`src/rtl/volPkg.sv`:
```
package volPkg;
  localparam int NUM_CH      = 8;
  localparam int CODE_W      = 7;
  localparam int ADDR_W      = 5;
  localparam int DATA_W      = 9;
  localparam int MASTER_ADDR = 8;
  localparam int TOD_ADDR    = 19;
  localparam int TOD_BIT     = 3;
  localparam int ZC_BIT      = 7;
  localparam int UPD_BIT     = 8;

  typedef struct packed {
    logic [NUM_CH-1:0] preLoad;    // per-channel staging load
    logic [CODE_W-1:0] code;       // code to stage
    logic              zcBit;      // zero-cross enable to stage
    logic              arm;        // update request: mark all pending
    logic              forceApply; // timeout transfer
  } volStrobes_t;
endpackage

```
`src/rtl/volCtrl.sv`:
```
module volCtrl
  import volPkg::*;
#(
  parameter int TIMEOUT_CYCLES = 131072
) (
  input  logic              clk,
  input  logic              rstN,
  input  logic              wrEn,
  input  logic [ADDR_W-1:0] wrAddr,
  input  logic [DATA_W-1:0] wrData,
  input  logic              anyPending,
  output volStrobes_t       strobes,
  output logic              todOn
);
  localparam int CNT_W = (TIMEOUT_CYCLES > 2) ? $clog2(TIMEOUT_CYCLES) : 1;
  localparam logic [CNT_W-1:0] LAST = CNT_W'(TIMEOUT_CYCLES - 1);

  logic [CNT_W-1:0] waitCnt;
  logic masterHit, armReq, todHit, timedOut;

  assign masterHit = wrEn && (wrAddr == ADDR_W'(MASTER_ADDR));
  assign todHit    = wrEn && (wrAddr == ADDR_W'(TOD_ADDR));
  assign armReq    = wrEn && (wrAddr <= ADDR_W'(MASTER_ADDR)) && wrData[UPD_BIT];
  assign timedOut  = anyPending && (waitCnt == LAST) && !todOn && !armReq;

  for (genvar i = 0; i < NUM_CH; i++) begin : gDecode
    assign strobes.preLoad[i] = masterHit || (wrEn && (wrAddr == ADDR_W'(i)));
  end

  assign strobes.code       = wrData[CODE_W-1:0];
  assign strobes.zcBit      = wrData[ZC_BIT];
  assign strobes.arm        = armReq;
  assign strobes.forceApply = timedOut;

  always_ff @(posedge clk or negedge rstN) begin
    if (!rstN) begin
      todOn <= 1'b0;
    end else if (todHit) begin
      todOn <= wrData[TOD_BIT];
    end
  end

  always_ff @(posedge clk or negedge rstN) begin
    if (!rstN) begin
      waitCnt <= '0;
    end else if (armReq) begin
      waitCnt <= '0;
    end else if (anyPending && (waitCnt != LAST)) begin
      waitCnt <= waitCnt + CNT_W'(1);
    end
  end
endmodule

```
`src/rtl/volZeroDet.sv`:
```
module volZeroDet #(
  parameter int SAMPLE_W  = 16,
  parameter int ZC_THRESH = 4
) (
  input  logic                clk,
  input  logic                rstN,
  input  logic                sampleStrobe,
  input  logic [SAMPLE_W-1:0] sample,
  output logic                crossing
);
  localparam int MAG_W = SAMPLE_W + 1;

  logic             prevNeg;
  logic [MAG_W-1:0] extended, magnitude;

  assign extended  = {sample[SAMPLE_W-1], sample};
  assign magnitude = sample[SAMPLE_W-1] ? (~extended + MAG_W'(1)) : extended;
  assign crossing  = (sample[SAMPLE_W-1] != prevNeg) || (magnitude < MAG_W'(ZC_THRESH));

  always_ff @(posedge clk or negedge rstN) begin
    if (!rstN) begin
      prevNeg <= 1'b0;
    end else if (sampleStrobe) begin
      prevNeg <= sample[SAMPLE_W-1];
    end
  end
endmodule

```
`src/rtl/volDatapath.sv`:
```
module volDatapath
  import volPkg::*;
#(
  parameter int SAMPLE_W  = 16,
  parameter int ZC_THRESH = 4
) (
  input  logic                       clk,
  input  logic                       rstN,
  input  volStrobes_t                strobes,
  input  logic                       sampleStrobe,
  input  logic [NUM_CH*SAMPLE_W-1:0] samples,
  output logic [NUM_CH*CODE_W-1:0]   activeCodes,
  output logic                       anyPending
);
  logic [NUM_CH-1:0] pendingVec;

  for (genvar ch = 0; ch < NUM_CH; ch++) begin : gChan
    logic [CODE_W-1:0] preLatch, active;
    logic zcEn, pending, crossing, applyNow;

    volZeroDet #(.SAMPLE_W(SAMPLE_W), .ZC_THRESH(ZC_THRESH)) uDet (
      .clk(clk), .rstN(rstN), .sampleStrobe(sampleStrobe),
      .sample(samples[ch*SAMPLE_W +: SAMPLE_W]), .crossing(crossing)
    );

    assign applyNow = pending &&
                      ((sampleStrobe && (!zcEn || crossing)) || strobes.forceApply);

    always_ff @(posedge clk or negedge rstN) begin
      if (!rstN) begin
        preLatch <= '1;
        zcEn     <= 1'b0;
        active   <= '1;
        pending  <= 1'b0;
      end else begin
        if (applyNow) active <= preLatch;
        if (strobes.arm)   pending <= 1'b1;
        else if (applyNow) pending <= 1'b0;
        if (strobes.preLoad[ch]) begin
          preLatch <= strobes.code;
          zcEn     <= strobes.zcBit;
        end
      end
    end

    assign activeCodes[ch*CODE_W +: CODE_W] = active;
    assign pendingVec[ch] = pending;
  end

  assign anyPending = |pendingVec;
endmodule

```
`src/rtl/volBank.sv`:
```
module volBank
  import volPkg::*;
#(
  parameter int SAMPLE_W       = 16,
  parameter int ZC_THRESH      = 4,
  parameter int TIMEOUT_CYCLES = 131072
) (
  input  logic                       clk,
  input  logic                       rstN,
  input  logic                       wrEn,
  input  logic [ADDR_W-1:0]          wrAddr,
  input  logic [DATA_W-1:0]          wrData,
  input  logic                       sampleStrobe,
  input  logic [NUM_CH*SAMPLE_W-1:0] samples,
  output logic [NUM_CH*CODE_W-1:0]   activeCodes
);
  volStrobes_t strobes;
  logic anyPending, todOn;

  volCtrl #(.TIMEOUT_CYCLES(TIMEOUT_CYCLES)) uCtrl (
    .clk(clk), .rstN(rstN), .wrEn(wrEn), .wrAddr(wrAddr), .wrData(wrData),
    .anyPending(anyPending), .strobes(strobes), .todOn(todOn)
  );

  volDatapath #(.SAMPLE_W(SAMPLE_W), .ZC_THRESH(ZC_THRESH)) uPath (
    .clk(clk), .rstN(rstN), .strobes(strobes), .sampleStrobe(sampleStrobe),
    .samples(samples), .activeCodes(activeCodes), .anyPending(anyPending)
  );
endmodule

```
`config.mk`:
```
export PLATFORM = sky130hd
export DESIGN_NAME = volBank
export DESIGN_NICKNAME = d
export VERILOG_FILES = /design/src/rtl/volPkg.sv /design/src/rtl/volCtrl.sv /design/src/rtl/volZeroDet.sv /design/src/rtl/volDatapath.sv /design/src/rtl/volBank.sv
export SDC_FILE = /design/constraint.sdc
export NUM_CORES = 1
export LEC_CHECK = 0
export BUFFER_PORTS_ARGS = -buffer_cell sky130_fd_sc_hd__buf_2
export CAP_MARGIN = 20
export CORE_ASPECT_RATIO = 0.5
export CORE_UTILIZATION = 49
export DETAILED_ROUTE_END_ITERATION = 16
export PLACE_DENSITY_LB_ADDON = 0.05
export SLEW_MARGIN = 10
export SYNTH_ARGS = -nofsm -noshare
export SYNTH_HDL_FRONTEND = slang
export SYNTH_SLANG_ARGS = --single-unit
```
`constraint.sdc`:
```
create_clock -name clk -period 3 [get_ports clk]
set_input_delay 0 -clock clk [delete_from_list [all_inputs] [get_ports clk]]
set_output_delay 0 -clock clk [all_outputs]
set_load 0.03 [all_outputs]
```
==> results by group, run 1 <==
Setup path
  • Worst-path maximum fanout: 7
  • Critical path's slowest cell: a211oi_4
  • Worst-path cell chain: nand4_1, or2_2, nor3_1, ha_2, nand4b_1, and3_1, a211oi_4, mux2_2
  • Max incr delay on CP: 0.42 ns
  • Crit path kind: register to register
  • Critical Path AT: 3.14 ns
  • Critical path endpoint category: register
  • CP Data Required Time: 3.35 ns
  • Startpoint Class: register
  • Reg2Reg Setup Slack: 0.21 ns

Place
  • Hpwl dp: 14,000 um
  • Gpl congestion: 0.829
  • Number of buffers added on ports: 201

Logic synthesis
  • EDFF count, synth: 0
  • Register area share after synthesis: 49.3%
  • Cell with the most instances after synthesis: mux2_2
  • Post-synth cell types: 65
  • Synthesized Nets: 866
  • Yosys warns: 0
  • Area leader, netlist: dfstp_2
  • Commonest cells in the netlist: mux2_2, dfstp_2, nor2_1
  • Main synth FF type: dfstp_2
  • Register bit count reported by yosys: 154
  • Async S/R FF share, synth: 100%
  • Synth Instances: 718
  • Syn avg cell area: 11.3 um^2
  • Mapped Area: 0.00810 mm^2
  • Synth area leaders: dfstp_2, mux2_2, dfrtp_1, nor2_1, nand2_1
  • Top cell type's share of synthesized area: 36.3%

Outcome
  • Status: complete, no violations

Power and ir drop
  • VDD IR max: 0.540 mV
  • Pwr Density: 782 mW/mm^2
  • Clock share of power: 27.2%
  • Combinational share of power: 29.0%
  • Sw Share: 33.0%
  • Seq pwr share: 43.9%
  • Lkg Pwr: 4.28 nW
  • Sw Pwr: 2.62 mW
  • Internal power: 5.32 mW

Timing
  • Setup TNS: 0 ns
  • Final setup fails: 0
  • RSZ-0062 raised after global routing: no
  • Crit share post-route: 93.1%
  • Hold Violations, Final: 0
  • Time the worst path needs with I/O delays and setup: 2.79 ns
  • WHS: 0.0122 ns
  • Achievable Freq: 0.358 GHz
  • Rel. slew slack: 42.3%
  • Final Slew Violations: 0
  • Clock skew: 0.00959 ns
  • Worst-Margin Slew: 0.862 ns

Worst hold path
  • Path type of the worst min-delay path: input pin to register

Route
  • DRT iter0 DRCs: 383
  • DR vias/cell: 5.55
  • Routed length per instance: 16.1 um
  • First-pass detailed-route iteration total: 5
  • Via count: 6,552
  • WL final: 19,000 um
  • # DRC: 0
  • Final ANT Viol Nets: 0

Floorplanning
  • Die Ht: 92.9 um
  • Die area: 0.0171 mm^2
  • Initial core utilization: 51.4%
  • I/O pins: 202
  • Die W: 184 um
  • Core footprint: 0.0158 mm^2
  • Num rows: 32

GRT
  • GRT Residual Overflow: 0
  • GR peak layer: met2
  • First-pass GRT wire length: 31,000 um
  • Vias in the first global route: 6,292
  • Tot GR Track Use: 23.3%
  • Antenna violations before repair: 1
  • Grt met1 use: 32.1%
  • Met2 Use GR: 37.4%
  • Grt met3 use: 5.11%
  • Largest net degree at the start of global routing: 93

Clock tree
  • Clock transition at path regs: 0.07 ns
  • Worst-skew pair later-pin latency: 0.42 ns
  • Maximum clock insertion buffer count: 2
  • Num Clock Sinks: 154
  • CTS root buf: clkbuf_16
  • CTS buffer count: 17
  • TritonCTS clock tree: done
  • H-tree depth reported by CTS: 4

Final layout
  • Area grow syn2layout: 25.3%
  • # fillers: 1,335
  • Share of layout cells above drive strength 1: 53.2%
  • Final #Nets: 1,093

Flow run
  • Max Cap Viol: 0
## final timing paths
check	from	to	cells after the start
setup / recovery	uCtrl.waitCnt[3]	uPath.gChan[2].active[4]	8
hold / removal	samples[47]	uPath.gChan[2].uDet.prevNeg	2
setup reg to reg	uCtrl.waitCnt[3]	uPath.gChan[2].active[4]	8
hold reg to reg	uPath.gChan[7].zcEn	uPath.gChan[7].zcEn	1
max in group asynchronous	rstN	uPath.gChan[5].preLatch[1]	3
min in group asynchronous	rstN	uCtrl.waitCnt[9]	2
## cell usage in the layout, fill, tap and decap left out, types with 7 or more instances in the layout
cell type	Yosys	routed
buf_2	2	200
mux2_2	135	135
dfstp_2	112	112
nor2_1	59	59
nand2_1	43	43
dfrtp_1	42	42
o21ai_0	28	28
nand3_1	25	25
nor3_1	23	23
a21oi_1	19	19
clkbuf_16	0	17
nand4_1	15	15
xnor2_1	14	14
nor4_1	14	14
buf_4	0	13
inv_1	11	11
or3_1	11	11
xor2_1	11	11
nor2b_1	10	10
a31oi_1	10	10
or4_1	9	9
dlygate4sd3_1	0	9
and2_1	8	8
mux2i_1	7	7
and3_1	7	7
## stage by stage
step / cells / worst slack, ns / total power, mW / util (%) / cell area, um^2
2_1_floorplan: 718 / 0.0899 / 5.03 / - / 8100
3_3_place_gp: 1137 / 0.168 / 5.73 / 59.8 / 9440
3_5_place_dp: 1137 / 0.0533 / 5.80 / 59.8 / 9440
4_1_cts: 1178 / 0.0342 / 7.99 / 64.2 / 10100
5_1_grt: 1180 / 0.0100 / 8.32 / 64.3 / 10100
6_report: 1180 / 0.208 / 7.93 / 64.3 / 10100
## repair_timing
| item | CTS | global route |
|---|---|---|
| hold buffers | 9 | 0 |
| buffers inserted | 0 | 1 |
| resized for setup | 0 | 3 |
| setup endpoints to repair | 0 | 56 |
| hold endpoints to repair | 55 | 0 |
## power by group through the flow
stage          Sequential, mW  Combinational (mW)  Clock [mW]
2_1_floorplan            4.19               0.844           0
3_3_place_gp             3.49                2.23           0
3_5_place_dp             3.51                2.29           0
4_1_cts                  3.49                2.31        2.19
5_1_grt                  3.57                2.47        2.28
6_report                 3.48                2.30        2.15
## critical path, delay by kind of cell (launching register included)
kind | cells | cell delay (ns)
flops | 1 | 0.40
simple gates | 5 | 1.26
fa+ha+maj | 1 | 0.25
mux | 1 | 0.39
compound gates | 1 | 0.42
## registers in the layout, summed over array words and instances (netlist names)
signal and cells:
uPath.gChan.preLatch 56, uPath.gChan.pending 8, uCtrl.waitCnt 17, uPath.gChan.uDet.prevNeg 8
uPath.gChan.active 56, uPath.gChan.zcEn 8, uCtrl.todOn 1
## final cells by class
class	instances	area (um^2)	area share [%]
diodes	1	2.50	0.0247
inverters	11	41.3	0.407
well taps	221	277	2.72
clock inverters	13	140	1.38
repair buffers	224	1220	12.0
multi-input cells	537	4020	39.6
flip-flops and latches	154	3990	39.4
clock buffers	19	453	4.46
## kinds of logic after synthesis
group | share of synthesized area (%)
buf+inv | 1.28
flops | 49.3
mux | 19.8
compound gates | 10.5
xor+xnor | 2.70
fa+ha+maj | 0.309
simple gates | 16.1
## metal layers
metal  routed length [um]  vias up
met2                 8780      164
met1                 9250     3220
li1                     -     3154
met3                  853       14
met4                  152        0
met5                    0        -
(Power assumes the default switching activity.)
==> inputs of run 2 (changes only) <==
--- a/config.mk
+++ b/config.mk
@@ -7,7 +7,6 @@
 export LEC_CHECK = 0
 export BUFFER_PORTS_ARGS = -buffer_cell sky130_fd_sc_hd__buf_2
 export CAP_MARGIN = 20
-export CORE_ASPECT_RATIO = 0.5
 export CORE_UTILIZATION = 49
 export DETAILED_ROUTE_END_ITERATION = 16
 export PLACE_DENSITY_LB_ADDON = 0.05
==> results by group, run 2 (synthesized netlist as in run 1, its figures left out) <==
Clock tree
  • Clock transition at path regs: 0.06 ns (about the same)
  • TritonCTS clock tree: done
  • Num Clock Sinks: 154 (unchanged)
  • Worst-skew pair later-pin latency: 0.42 ns (about the same)
  • H-tree depth reported by CTS: 4 (unchanged)
  • CTS root buf: clkbuf_16
  • CTS buffer count: 17 (unchanged)
  • Maximum clock insertion buffer count: 2 (unchanged)

Power and ir drop
  • Internal power: 5.19 mW (-2.3%)
  • Seq pwr share: 44.7% (+0.8 points)
  • Clock share of power: 25.5% (-1.7 points)
  • Sw Share: 33.3% (+0.28 points)
  • Lkg Pwr: 4.30 nW (+0.37%)
  • VDD IR max: 0.531 mV (-1.7%)
  • Sw Pwr: 2.59 mW (-1.1%)
  • Combinational share of power: 29.9% (+0.9 points)
  • Pwr Density: 766 mW/mm^2 (-2.1%)

Outcome
  • Status: complete, no violations

Setup path
  • Worst-path maximum fanout: 9 (+2)
  • Setup crit start: uCtrl.waitCnt[3]
  • Critical path endpoint category: register
  • Crit path kind: register to register
  • CP Data Required Time: 3.35 ns (about the same)
  • Startpoint Class: register
  • Critical Path AT: 3.11 ns (-0.03 ns)
  • Critical R2R Launch: uCtrl.waitCnt[3]

Final layout
  • Highest-count cells in the layout ignoring fill and taps: buf_2, mux2_2, dfstp_2
  • Storage element area: 0.00399 mm^2 (unchanged)
  • # fillers: 1,318 (-1.3%)
  • Multi-input combinational cell area: 0.00402 mm^2 (unchanged)
  • Most common cell after layout, fill and taps aside: buf_2
  • Fin util: 63.5% (-0.80 points)
  • Non-Filler Instances: 1,183 (+0.25%)
  • Top Registers: uPath.gChan.active x56, uPath.gChan.preLatch x56, uCtrl.waitCnt x17
  • Final #Nets: 1,098 (+0.46%)
  • Area grow syn2layout: 25.5%
  • Share of layout cells above drive strength 1: 53.1% (-0.17 points)

Timing
  • Final setup margin: 0.244 ns (+0.0361 ns)
  • Final setup fails: 0 (unchanged)
  • Worst-Margin Slew: 0.927 ns (+0.0647 ns)
  • Final Slew Violations: 0 (unchanged)
  • Rel. slew slack: 38.0% (-4.3 points)
  • Crit share post-route: 91.9% (-1.2 points)
  • Clock skew: 0.00554 ns (-0.00405 ns)
  • Time the worst path needs with I/O delays and setup: 2.76 ns (-0.0361 ns)
  • WHS: 0.00313 ns (-0.00909 ns)
  • Hold Violations, Final: 0 (unchanged)
  • Achievable Freq: 0.363 GHz (+1.3%)

Route
  • DR vias/cell: 5.63 (+1.5%)
  • Final ANT Viol Nets: 0 (unchanged)
  • Routed length per instance: 16.6 um (+3.2%)
  • WL final: 19,700 um (+3.5%)
  • Via count: 6,666 (+1.7%)
  • DRT iter0 DRCs: 340 (-11%)
  • First-pass detailed-route iteration total: 4 (-1)
  • # DRC: 0 (unchanged)

Floorplanning
  • Die area: 0.0171 mm^2 (-0.18%)
  • Die W: 131 um (-29%)
  • Core footprint: 0.0160 mm^2 (+1.4%)
  • Num rows: 46 (+44%)
  • Die Ht: 131 um (+41%)
  • Initial core utilization: 50.6% (-0.72 points)
  • I/O pins: 202 (unchanged)

Place
  • Number of buffers added on ports: 201 (unchanged)
  • Placed Instances: 1,133 (-0.35%)
  • Setup WS pre-CTS: -0.0228 ns (-0.0761 ns)
  • Gpl congestion: 0.784 (-5.5%)
  • Hpwl dp: 14,600 um (+4.4%)

Worst hold path
  • HP Start: wrData[2]
  • Path type of the worst min-delay path: input pin to register

GRT
  • First-pass GRT wire length: 31,600 um (+1.9%)
  • Largest net degree at the start of global routing: 121 (+30%)
  • GRT Residual Overflow: 0 (unchanged)
  • Tot GR Track Use: 24.0% (+0.73 points)
  • Vias in the first global route: 6,607 (+5.0%)
  • Antenna violations before repair: 4 (+3)

Flow run
  • Max Cap Viol: 0 (unchanged)
-- run 2: changes by cell type in the layout (fill, tap and decap cells not counted), moves of 2 or more --
cell       delta
clkbuf_1      +3
bufinv_16     -2
diode_2       +3
clkinv_4      -2
buf_4         +3
-- run 2: path summary, 6_finish.rpt --
kind	endpoint	slack (ns)	cells past startpoint
max	uPath.gChan[2].active[4]	0.24	10
min	uPath.gChan[6].preLatch[2]	0.003	2
max reg2reg	uPath.gChan[2].active[4]	0.24	10
min reg2reg	uPath.gChan[3].zcEn	0.49	1
max in group asynchronous	uPath.gChan[7].preLatch[6]	1.86	4
min in group asynchronous	uPath.gChan[4].uDet.prevNeg	0.11	2
-- run 2: cell type report --
cell class,instances,share of cell area (%)
Timing Repair Buffer,229,12.6
Clock inverter,9,0.591
Clock buffer,23,4.81
Tap cell,216,2.66
Inverter,11,0.406
Multi-Input combinational cell,537,39.6
Sequential cell,154,39.3
Antenna cell,4,0.0985
-- run 2: power groups by stage --
stage | logic [mW] | clock network [mW] | registers (mW)
6_report | 2.32 | 1.98 | 3.48
5_1_grt | 2.51 | 2.12 | 3.57
4_1_cts | 2.34 | 2.03 | 3.48
3_5_place_dp | 2.32 | 0 | 3.49
3_3_place_gp | 2.25 | 0 | 3.47
2_1_floorplan | 0.844 | 0 | 4.19
-- run 2: timing repair --
action,CTS,global route
hold buffers,10,0
setup buffers,0,3
pin swaps,1,2
gates resized for setup,1,2
endpoints found under the setup margin,13,56
hold endpoints to repair,68,0
-- run 2: layer usage --
| metal | global-route usage, % | wire [um] |
|---|---|---|
| met5 | 0 | 0 |
| met4 | 9.74 | 283 |
| met3 | 5.94 | 987 |
| met2 | 40.8 | 9840 |
| met1 | 29.3 | 8580 |
-- run 2: stage by stage --
step                setup TNS (ns)  power [mW]  area, um^2
CTS                              0        7.84       10100
floorplan                        0        5.03        8100
global placement                 0        5.72        9430
finish                           0        7.78       10200
global route               -0.0611        8.20       10200
detailed placement          -0.125        5.82        9430
-- run 2: worst max-delay path: stages (launching register included) --
cell and delay, ns:
dfrtp_1 0.42, nand4_1 0.15, or2_2 0.33, nor3_1 0.19, ha_1 0.24, nor4b_4 0.27
nor2_2 0.17, buf_4 0.19, a211oi_4 0.22, buf_4 0.17, mux2_2 0.33
